--- src/rtl/dafilt_pkg.sv ---
package dafilt_pkg;

    localparam int          OCTET_W    = 8;
    localparam logic [31:0] CRC_POLY_R = 32'hEDB88320;
    localparam logic [31:0] CRC_SEED   = 32'hFFFFFFFF;

    // Receive mode word; take_bcast is bit 0
    typedef struct packed {
        logic keep_bad;
        logic keep_short;
        logic take_all;
        logic take_mcast;
        logic take_bcast;
    } rx_mode_t;

    // Classification of the captured destination
    typedef struct packed {
        logic complete;
        logic bcast;
        logic group;
        logic phys_hit;
        logic hash_hit;
    } da_class_t;

    // Advance a reflected CRC-32 over one byte, LSB first
    function automatic logic [31:0] crc_octet(input logic [31:0] c_in,
                                              input logic [7:0]  d);
        logic [31:0] c;
        c = c_in;
        for (int i = 0; i < OCTET_W; i++) begin
            if (c[0] ^ d[i]) c = (c >> 1) ^ CRC_POLY_R;
            else             c = c >> 1;
        end
        return c;
    endfunction

endpackage

--- src/rtl/dafilt_capture.sv ---
module dafilt_capture
    import dafilt_pkg::*;
#(
    parameter int NBYTES = 6
) (
    input  logic                    clk,
    input  logic                    rst,
    input  logic                    start,
    input  logic                    byte_valid,
    input  logic [OCTET_W-1:0]      byte_in,
    output logic [OCTET_W*NBYTES-1:0] addr,
    output logic [31:0]             crc,
    output logic                    complete
);

    localparam int              CNT_W = $clog2(NBYTES + 1);
    localparam logic [CNT_W-1:0] LAST = CNT_W'(NBYTES);

    logic [CNT_W-1:0] cnt;

    always_ff @(posedge clk) begin
        if (rst || start) begin
            cnt  <= '0;
            crc  <= CRC_SEED;
            addr <= '0;
        end else if (byte_valid && cnt != LAST) begin
            addr[int'(cnt)*OCTET_W +: OCTET_W] <= byte_in;
            crc  <= crc_octet(crc, byte_in);
            cnt  <= cnt + 1'b1;
        end
    end

    assign complete = (cnt == LAST);

    AST_CNT_BOUND: assert property (@(posedge clk) disable iff (rst)
        cnt <= LAST);
    AST_ADDR_FROZEN: assert property (@(posedge clk) disable iff (rst)
        (complete && !start) |=> $stable(addr) && $stable(crc));

endmodule

--- src/rtl/dafilt_classify.sv ---
module dafilt_classify
    import dafilt_pkg::*;
#(
    parameter int NBYTES    = 6,
    parameter int HASH_BITS = 64
) (
    input  logic [OCTET_W*NBYTES-1:0] addr,
    input  logic [31:0]               crc,
    input  logic                      complete,
    input  logic [OCTET_W*NBYTES-1:0] station,
    input  logic [HASH_BITS-1:0]      hash_tbl,
    output da_class_t                 cls
);

    localparam int IDX_W = $clog2(HASH_BITS);
    localparam int REGS  = HASH_BITS / OCTET_W;
    localparam int SEL_W = $clog2(REGS);
    localparam int BIT_W = IDX_W - SEL_W;

    logic [OCTET_W-1:0] hash_reg [REGS];
    logic [IDX_W-1:0]   idx;

    for (genvar r = 0; r < REGS; r++) begin : g_hreg
        assign hash_reg[r] = hash_tbl[r*OCTET_W +: OCTET_W];
    end

    assign idx = crc[31 -: IDX_W];

    always_comb begin
        cls          = '0;
        cls.complete = complete;
        cls.bcast    = &addr;
        cls.group    = addr[0];
        cls.phys_hit = (addr == station);
        cls.hash_hit = hash_reg[idx[IDX_W-1 -: SEL_W]][idx[BIT_W-1:0]];
    end

endmodule

--- src/rtl/dafilt_decide.sv ---
module dafilt_decide
    import dafilt_pkg::*;
#(
    parameter int LEN_W   = 16,
    parameter int MIN_LEN = 64
) (
    input  logic             clk,
    input  logic             rst,
    input  logic             start,
    input  logic             eof,
    input  rx_mode_t         mode,
    input  da_class_t        cls,
    input  logic [LEN_W-1:0] len,
    input  logic             crc_err,
    input  logic             align_err,
    output logic             valid,
    output logic             accept,
    output logic             group
);

    localparam logic [LEN_W-1:0] MIN_L = LEN_W'(MIN_LEN);

    logic addr_ok, len_ok, err_ok, ok;

    always_comb begin
        if (!cls.complete)   addr_ok = 1'b0;
        else if (cls.bcast)  addr_ok = mode.take_bcast;
        else if (cls.group)  addr_ok = mode.take_mcast && cls.hash_hit;
        else                 addr_ok = mode.take_all || cls.phys_hit;
        len_ok = (len >= MIN_L) || mode.keep_short;
        err_ok = !(crc_err || align_err) || mode.keep_bad;
        ok     = addr_ok && len_ok && err_ok;
    end

    always_ff @(posedge clk) begin
        if (rst || start) begin
            valid  <= 1'b0;
            accept <= 1'b0;
            group  <= 1'b0;
        end else if (eof) begin
            valid  <= 1'b1;
            accept <= ok;
            group  <= ok && cls.group;
        end
    end

    AST_EOF_VALID: assert property (@(posedge clk) disable iff (rst)
        (eof && !start) |=> valid);
    AST_START_CLEAR: assert property (@(posedge clk) disable iff (rst)
        start |=> !valid && !accept && !group);
    AST_VERDICT_HOLD: assert property (@(posedge clk) disable iff (rst)
        (!start && !eof) |=> $stable(accept) && $stable(group));
    AST_RUNT_DROP: assert property (@(posedge clk) disable iff (rst)
        (eof && !start && len < MIN_L && !mode.keep_short) |=> !accept);
    AST_ERR_DROP: assert property (@(posedge clk) disable iff (rst)
        (eof && !start && (crc_err || align_err) && !mode.keep_bad) |=> !accept);
    AST_SHORT_DA: assert property (@(posedge clk) disable iff (rst)
        (eof && !start && !cls.complete) |=> !accept);
    AST_BCAST_GATE: assert property (@(posedge clk) disable iff (rst)
        (eof && !start && cls.complete && cls.bcast && !mode.take_bcast) |=> !accept);
    AST_GROUP_ACCEPT: assert property (@(posedge clk) disable iff (rst)
        group |-> accept && valid);

endmodule

--- src/rtl/da_filter.sv ---
module da_filter
    import dafilt_pkg::*;
#(
    parameter int NBYTES    = 6,
    parameter int HASH_BITS = 64,
    parameter int LEN_W     = 16,
    parameter int MIN_LEN   = 64
) (
    input  logic                      clk,
    input  logic                      rst,
    input  logic [4:0]                rx_mode,
    input  logic [OCTET_W*NBYTES-1:0] station_addr,
    input  logic [HASH_BITS-1:0]      hash_tbl,
    input  logic                      frame_start,
    input  logic                      da_valid,
    input  logic [OCTET_W-1:0]        da_byte,
    input  logic                      frame_end,
    input  logic [LEN_W-1:0]          frame_len,
    input  logic                      crc_err,
    input  logic                      align_err,
    output logic                      verdict_valid,
    output logic                      verdict_accept,
    output logic                      verdict_group
);

    logic [OCTET_W*NBYTES-1:0] cap_addr;
    logic [31:0]               cap_crc;
    logic                      cap_done;
    da_class_t                 cls;
    rx_mode_t                  mode;

    assign mode = rx_mode_t'(rx_mode);

    dafilt_capture #(.NBYTES(NBYTES)) i_capture (
        .clk        (clk),
        .rst        (rst),
        .start      (frame_start),
        .byte_valid (da_valid),
        .byte_in    (da_byte),
        .addr       (cap_addr),
        .crc        (cap_crc),
        .complete   (cap_done)
    );

    dafilt_classify #(.NBYTES(NBYTES), .HASH_BITS(HASH_BITS)) i_classify (
        .addr     (cap_addr),
        .crc      (cap_crc),
        .complete (cap_done),
        .station  (station_addr),
        .hash_tbl (hash_tbl),
        .cls      (cls)
    );

    dafilt_decide #(.LEN_W(LEN_W), .MIN_LEN(MIN_LEN)) i_decide (
        .clk       (clk),
        .rst       (rst),
        .start     (frame_start),
        .eof       (frame_end),
        .mode      (mode),
        .cls       (cls),
        .len       (frame_len),
        .crc_err   (crc_err),
        .align_err (align_err),
        .valid     (verdict_valid),
        .accept    (verdict_accept),
        .group     (verdict_group)
    );

    AST_RESET_CLEAR: assert property (@(posedge clk)
        rst |=> !verdict_valid && !verdict_accept && !verdict_group);

endmodule

--- config.mk ---
export PLATFORM = sky130hd
export DESIGN_NAME = da_filter
export DESIGN_NICKNAME = d
export VERILOG_FILES = /design/src/rtl/dafilt_pkg.sv /design/src/rtl/dafilt_capture.sv /design/src/rtl/dafilt_classify.sv /design/src/rtl/dafilt_decide.sv /design/src/rtl/da_filter.sv
export SDC_FILE = /design/constraint.sdc
export NUM_CORES = 1
export LEC_CHECK = 0
export ABC_CLOCK_PERIOD_IN_PS = 4200
export BUFFER_PORTS_ARGS = -buffer_cell sky130_fd_sc_hd__buf_2
export CAP_MARGIN = 0
export CORE_ASPECT_RATIO = 1.2
export CORE_MARGIN = 3
export CORE_UTILIZATION = 50
export CTS_BUF_LIST = sky130_fd_sc_hd__clkbuf_8
export CTS_CLUSTER_DIAMETER = 40
export DETAILED_ROUTE_END_ITERATION = 16
export PLACE_DENSITY_LB_ADDON = 0.05
export SYNTH_ARGS = -nofsm -noshare
export SYNTH_HDL_FRONTEND = slang
export SYNTH_SLANG_ARGS = --single-unit
--- constraint.sdc ---
create_clock -name clk -period 4.2 [get_ports clk]
set_input_delay 0.84 -clock clk [delete_from_list [all_inputs] [get_ports clk]]
set_output_delay 0.84 -clock clk [all_outputs]
set_load 0.05 [all_outputs]
* After elaboration in Yosys (flattened, before gate mapping) *
Cells that the tools add are included.

operators by class
  add/subtract/negate cells = 2
  magnitude comparators = 3
  equal/unequal tests = 3
  shifts and indexed selects = 2
  mux-type cells = 31
  bitwise gates (word level) = 17
  reductions and logical operators = 12

operator list
  cell                                                                 number
  2-to-1 mux 32 bit                                                    22
  inverter 13 -> 14 bit                                                8
  bitwise mux 48 bit                                                   1
  equality test 48 bit                                                 1
  AND reduction 48 bit                                                 1
  variable shift 8 x 33 -> 48 bit (first input constant)               1
  variable part select 8 x 33 -> 48 bit                                1
  negation 6 -> 33 bit                                                 1
  binary-select mux 8 bit (select 3 bit)                               1
  greater-or-equal comparator 16 x 7 -> 1 bit (second input constant)  1
  2-to-1 mux 8 bit                                                     2
  XOR 1 bit                                                            8
  logical AND 1 bit                                                    5
  logical OR 1 bit                                                     5
  greater-or-equal comparator 4 bit (second input constant)            1
  less-than comparator 3 x 4 -> 1 bit (second input constant)          1
  2-to-1 mux 1 bit                                                     4
  inverter 3 -> 4 bit                                                  1
  adder 3 x 1 -> 3 bit (second input constant)                         1
  binary-select mux 1 bit (select 3 bit)                               1
  equality test 3 bit (second input constant)                          1
  inequality test 3 bit (second input constant)                        1
  zero test 1 bit                                                      1

storage, ports and cells
  flip-flop bits (word level) = 86
  input port bits = 148

* Depth between registers and ports, before layout *
  word-level depth = 30
  gate-level depth with buffers = 11
  depth with buffers taken out = 8

* Cells and area by module *
Synthesis repeated with hierarchy kept, for this count alone.

second synthesis, totals
  cells, all modules = 568
  area, all modules = 5,327.6 µm²

modules (own cells, without submodules)
  module           times used  cells each  area an instance (µm²)  sequential area each (µm²)
  dafilt_capture   1           423         3,951.3                 1,661.6
  dafilt_classify  1           124         1,192.4                 0.0
  dafilt_decide    1           21          183.9                   60.1

* Least setup slack after synthesis *
No wires, ideal clock.

  kind = input -> register
  start point = input port hash_tbl[41]
  end point = register i_decide.accept
  arrival time = 2.444 ns
  required time = 4.067 ns
  slack = 1.622 ns
  stages = 6
  buffers on the path = 0
  cell sequence = mux4_1 > mux2_2 > or3_1 > and4_4 > nor4_1 > a21oi_1

on the way
  cells in the longest elaborated chain, start to end = 11

RTL lines
  element                                              RTL line               source
  start: declaration                                   da_filter.sv:13        input logic [HASH_BITS-1:0] hash_tbl,
  binary-select mux 8 bit (select 3 bit)               dafilt_classify.sv:35  cls.hash_hit = hash_reg[idx[IDX_W-1 -: SEL_W]][idx[BIT_W-1:0]];
  2-to-1 mux 8 bit (not written as such) (2 in a row)  dafilt_classify.sv:35
  binary-select mux 1 bit (select 3 bit)               dafilt_classify.sv:35
  2-to-1 mux 1 bit (not written as such)               dafilt_classify.sv:35
  logical AND 1 bit                                    dafilt_decide.sv:28    else if (cls.group) addr_ok = mode.take_mcast && cls.hash_hit;
  2-to-1 mux 1 bit                                     dafilt_decide.sv:28
  2-to-1 mux 1 bit                                     dafilt_decide.sv:27    else if (cls.bcast) addr_ok = mode.take_bcast;
  2-to-1 mux 1 bit                                     dafilt_decide.sv:26    if (!cls.complete) addr_ok = 1'b0;
  logical AND 1 bit (2 in a row)                       dafilt_decide.sv:32    ok = addr_ok && len_ok && err_ok;
  end signal: assignment                               dafilt_decide.sv:42    accept <= ok;
  end: declaration                                     dafilt_decide.sv:17    output logic accept,

No other way between the ends. The select of a mux whose other input is x is not followed.
A chain may end at the register's enable or synchronous reset.

* Worst setup path after layout *
  start point = register i_capture.crc[29]
  end point = register i_decide.accept

on the way
  cells in the longest elaborated chain, start to end = 12

RTL lines
  element                                              RTL line               source
  start: declaration                                   dafilt_capture.sv:12   output logic [31:0] crc,
  start signal: assignment                             dafilt_capture.sv:28   crc <= crc_octet(crc, byte_in);
  inverter 3 -> 4 bit (not written as such)            dafilt_classify.sv:35
  binary-select mux 8 bit (select 3 bit)               dafilt_classify.sv:35
  2-to-1 mux 8 bit (not written as such) (2 in a row)  dafilt_classify.sv:35
  binary-select mux 1 bit (select 3 bit)               dafilt_classify.sv:35
  2-to-1 mux 1 bit (not written as such)               dafilt_classify.sv:35
  logical AND 1 bit                                    dafilt_decide.sv:28
  2-to-1 mux 1 bit                                     dafilt_decide.sv:28
  2-to-1 mux 1 bit                                     dafilt_decide.sv:27
  2-to-1 mux 1 bit                                     dafilt_decide.sv:26
  logical AND 1 bit (2 in a row)                       dafilt_decide.sv:32

No other way between the ends. The select of a mux whose other input is x is not followed.

==> results.sh <==
export IMPL_status="finished, final reports clean"
export IMPL_synth_area_leader_cell="dfxtp_1"
export IMPL_clk_latency_ns=0.37
export IMPL_synth_top_area_share_pct=33.5
export IMPL_maxSlewViolCount=0
export IMPL_die_area_um2=11500
export IMPL_drive_above_1_share_pct=26.8
export IMPL_rsz0062_at_grt="no"
export IMPL_fin_ws_ns=1.30
export IMPL_path_buf_inv=0
export IMPL_setup_tns_ns=0
export IMPL_cp_num_cells=6
export IMPL_synthCells=577
export IMPL_hold_buffers=0
export IMPL_syn_area_um2=5130
export IMPL_syn_area_per_cell_um2=8.90
export IMPL_antenna_found_initial=0
export IMPL_drcViolationCount=0
export IMPL_end_kind="register"
export IMPL_io_pin_count=151
export IMPL_cts_tree="done"
export IMPL_hold_viol_final=0
export IMPL_path_clk_slew_ns=0.10
export IMPL_critical_path_class="register to register"
export IMPL_use_met2_pct=46.3
export IMPL_yosysWarnings=0
export IMPL_cts_max_path_buffers=2
export IMPL_required_ns=4.43
export IMPL_fin_nets=850
export IMPL_cts_sinks=86
export IMPL_ys_seq_area_share_pct=33.5
export IMPL_critPathSlowestCell="dfxtp_1"
export IMPL_finClkSkew_ns=0.0178
export IMPL_antenna_left=0
export IMPL_fmax_mhz=344
export IMPL_root_buffer="clkbuf_8"
export IMPL_hold_depth=2
export IMPL_max_cap_viol_count=0
export IMPL_first_pass_iters=4
export IMPL_grt_util_all_layers_pct=24.4
export IMPL_avgViaCountPerCell=5.58
export IMPL_grt_pass1_wl_mm=22.2
export IMPL_tightest_slew_ns=1.05
export IMPL_synth_ff_latch_count=86
export IMPL_htree_levels=3
export IMPL_synthTopCellsByArea="dfxtp_1, xor2_1, xnor2_1"
export IMPL_final_min_clock_period_ns=2.90
export IMPL_grt_max_degree=65
export IMPL_port_buffers=144
export IMPL_finalCritPeriodShare_pct=69.2
export IMPL_place_congestion=0.914
export IMPL_crit_arrival_ns=3.14
export IMPL_grt_use_met1_pct=26.4
export IMPL_vias=4594
export IMPL_powerDensity_nw_per_um2=351
export IMPL_grt_busiest_layer="met2"
export IMPL_hold_class="register to register"
export IMPL_grt_pass1_vias=4587
export IMPL_path_cells="mux4_1 -> mux2_2 -> or3_1 -> and4_4 -> nor4_1 -> a21oi_1"
export IMPL_yosysUniqueCellTypes=45
export IMPL_power_leakage_nw=2.50
export IMPL_post_cts_buffers=0
export IMPL_core_area_um2=9760
export IMPL_dp_hpwl_mm=10.9
export IMPL_overflow=0
export IMPL_ctsResizeCount=0
export IMPL_finalSetupViolCount=0
export IMPL_path_max_fanout=17
export IMPL_routed_wl_mm=14.0
export IMPL_die_y_um=117
export IMPL_antenna_cells=0
export IMPL_start_util_pct=52.6
export IMPL_max_stage_delay_ns=0.88
export IMPL_fp_dieW_um=98.5
export IMPL_ff2ff_path_depth=6
export IMPL_crit_family="multiplexers"
export IMPL_drt_iter0_markers=160
export IMPL_rows=39
export IMPL_wl_per_cell_um=16.9
export IMPL_place_ws_ns=1.25
export IMPL_cp_start_kind="register"
export IMPL_timing_slew_headroom_pct=30.1
export IMPL_areaGrowthSynthToFinish_pct=19.4
export IMPL_ir_drop_mv=0.215
export IMPL_synthesis_nets=731
export IMPL_numCtsBuffers=9
export IMPL_met3_usage_pct=5.10
-- area by class of cell --
class                      instances  area [µm²]
fill                             899        3630
multi-input combinational        448        3250
sequential                        86        1720
timing repair buffer             147         743
tap                              123         154
clock buffer                      10         138
clock inverter                     6         116
inverter                           4        15.0
-- per-layer routing --
layer | wire length [µm] | share of wire [%]
met4 | 427 | 3.1
met3 | 832 | 6.0
met1 | 5400 | 39
met5 | 0 | 0
met2 | 7310 | 52
-- state kept, by name (all words and copies together) (netlist names) --
name,flops
i_decide.accept,1
i_decide.group,1
i_decide.valid,1
i_capture.cnt,3
i_capture.addr,48
i_capture.crc,32
-- Yosys cell counts (all sizes together) --
| master | number |
|---|---|
| nand2 | 78 |
| xnor2 | 53 |
| o21ai | 3 |
| nor3 | 7 |
| nor2 | 20 |
| o31ai | 1 |
| mux2i | 13 |
| ha | 6 |
| nor4b | 1 |
| nand3b | 1 |
| a211oi | 1 |
| nand3 | 37 |
| o211ai | 30 |
| nor4 | 20 |
| dfxtp | 86 |
| nor3b | 1 |
| and3 | 2 |
| a21oi | 45 |
| or2 | 2 |
| inv | 4 |
| nand2b | 4 |
| o2111ai | 1 |
| clkbuf | 27 |
| a21o | 1 |
| a2111oi | 1 |
| and4 | 1 |
| and2 | 3 |
| mux4 | 16 |
| a21boi | 1 |
| nor2b | 1 |
| a31oi | 2 |
| buf | 12 |
| mux2 | 2 |
| or3 | 3 |
| nand4 | 22 |
| xor2 | 68 |
| o311ai | 1 |
-- power by group --
| part | internal [mW] | switching [mW] | total (mW) |
|---|---|---|---|
| Sequential | 0.843 | 0.0368 | 0.880 |
| Clock | 0.416 | 0.312 | 0.727 |
| Combinational | 0.275 | 0.271 | 0.546 |
-- path summary, 6_finish.rpt --
| check | start | slack [ns] | endpoint |
|---|---|---|---|
| worst max register to register | i_capture.crc[29] | 1.30 | i_decide.accept |
| worst min register to register | i_capture.addr[32] | 0.48 | i_capture.addr[32] |
| worst max-delay path | i_capture.crc[29] | 1.30 | i_decide.accept |
| worst min-delay path | i_capture.addr[32] | 0.48 | i_capture.addr[32] |
-- metrics by stage --
| step | cell area (µm²) | std cells | hold slack, ns | total power, mW | util (%) |
|---|---|---|---|---|---|
| after floorplan | 5130 | 577 | 0.456 | 1.30 | - |
| after global placement | 5880 | 808 | 0.449 | 1.44 | 60.2 |
| after detailed placement | 5880 | 808 | 0.465 | 1.44 | 60.2 |
| after CTS | 6130 | 824 | 0.488 | 2.17 | 62.8 |
| after global routing | 6130 | 824 | 0.503 | 2.26 | 62.8 |
| final | 6130 | 824 | 0.483 | 2.15 | 62.8 |
-- tightest hold or removal path: cells and delay by family, from the launching register on --
kind / cells / cell delay (ns)
AO/OA/AOI/OAI: 1 / 0.05
AND/OR/NAND/NOR: 1 / 0.06
flip-flops: 1 / 0.34
-- cells by family (layout without fill, tap and decap cells) --
family / after synthesis / count (layout) / share of synthesized area, %
adder cells (fa/ha/maj): 6 / 6 / 1.46
XOR/XNOR: 121 / 121 / 21.5
flip-flops: 86 / 86 / 33.5
AND/OR/NAND/NOR: 203 / 203 / 19.2
multiplexers: 31 / 31 / 10.4
AO/OA/AOI/OAI: 87 / 87 / 10.4
buffers and inverters: 43 / 167 / 3.46
-- layout by cell type, fill, tap and decap left out, drive strengths merged, types with 3 or more instances in the layout --
| master | Yosys | routed |
|---|---|---|
| buf | 12 | 147 |
| dfxtp | 86 | 86 |
| nand2 | 78 | 78 |
| xor2 | 68 | 68 |
| xnor2 | 53 | 53 |
| a21oi | 45 | 45 |
| nand3 | 37 | 37 |
| o211ai | 30 | 30 |
| nand4 | 22 | 22 |
| nor2 | 20 | 20 |
| nor4 | 20 | 20 |
| mux4 | 16 | 16 |
| mux2i | 13 | 13 |
| clkbuf | 27 | 10 |
| nor3 | 7 | 7 |
| ha | 6 | 6 |
| inv | 4 | 5 |
| nand2b | 4 | 4 |
| or3 | 3 | 3 |
| and2 | 3 | 3 |
| bufinv | 0 | 3 |
| o21ai | 3 | 3 |
Power figures use the tool's default switching activity.
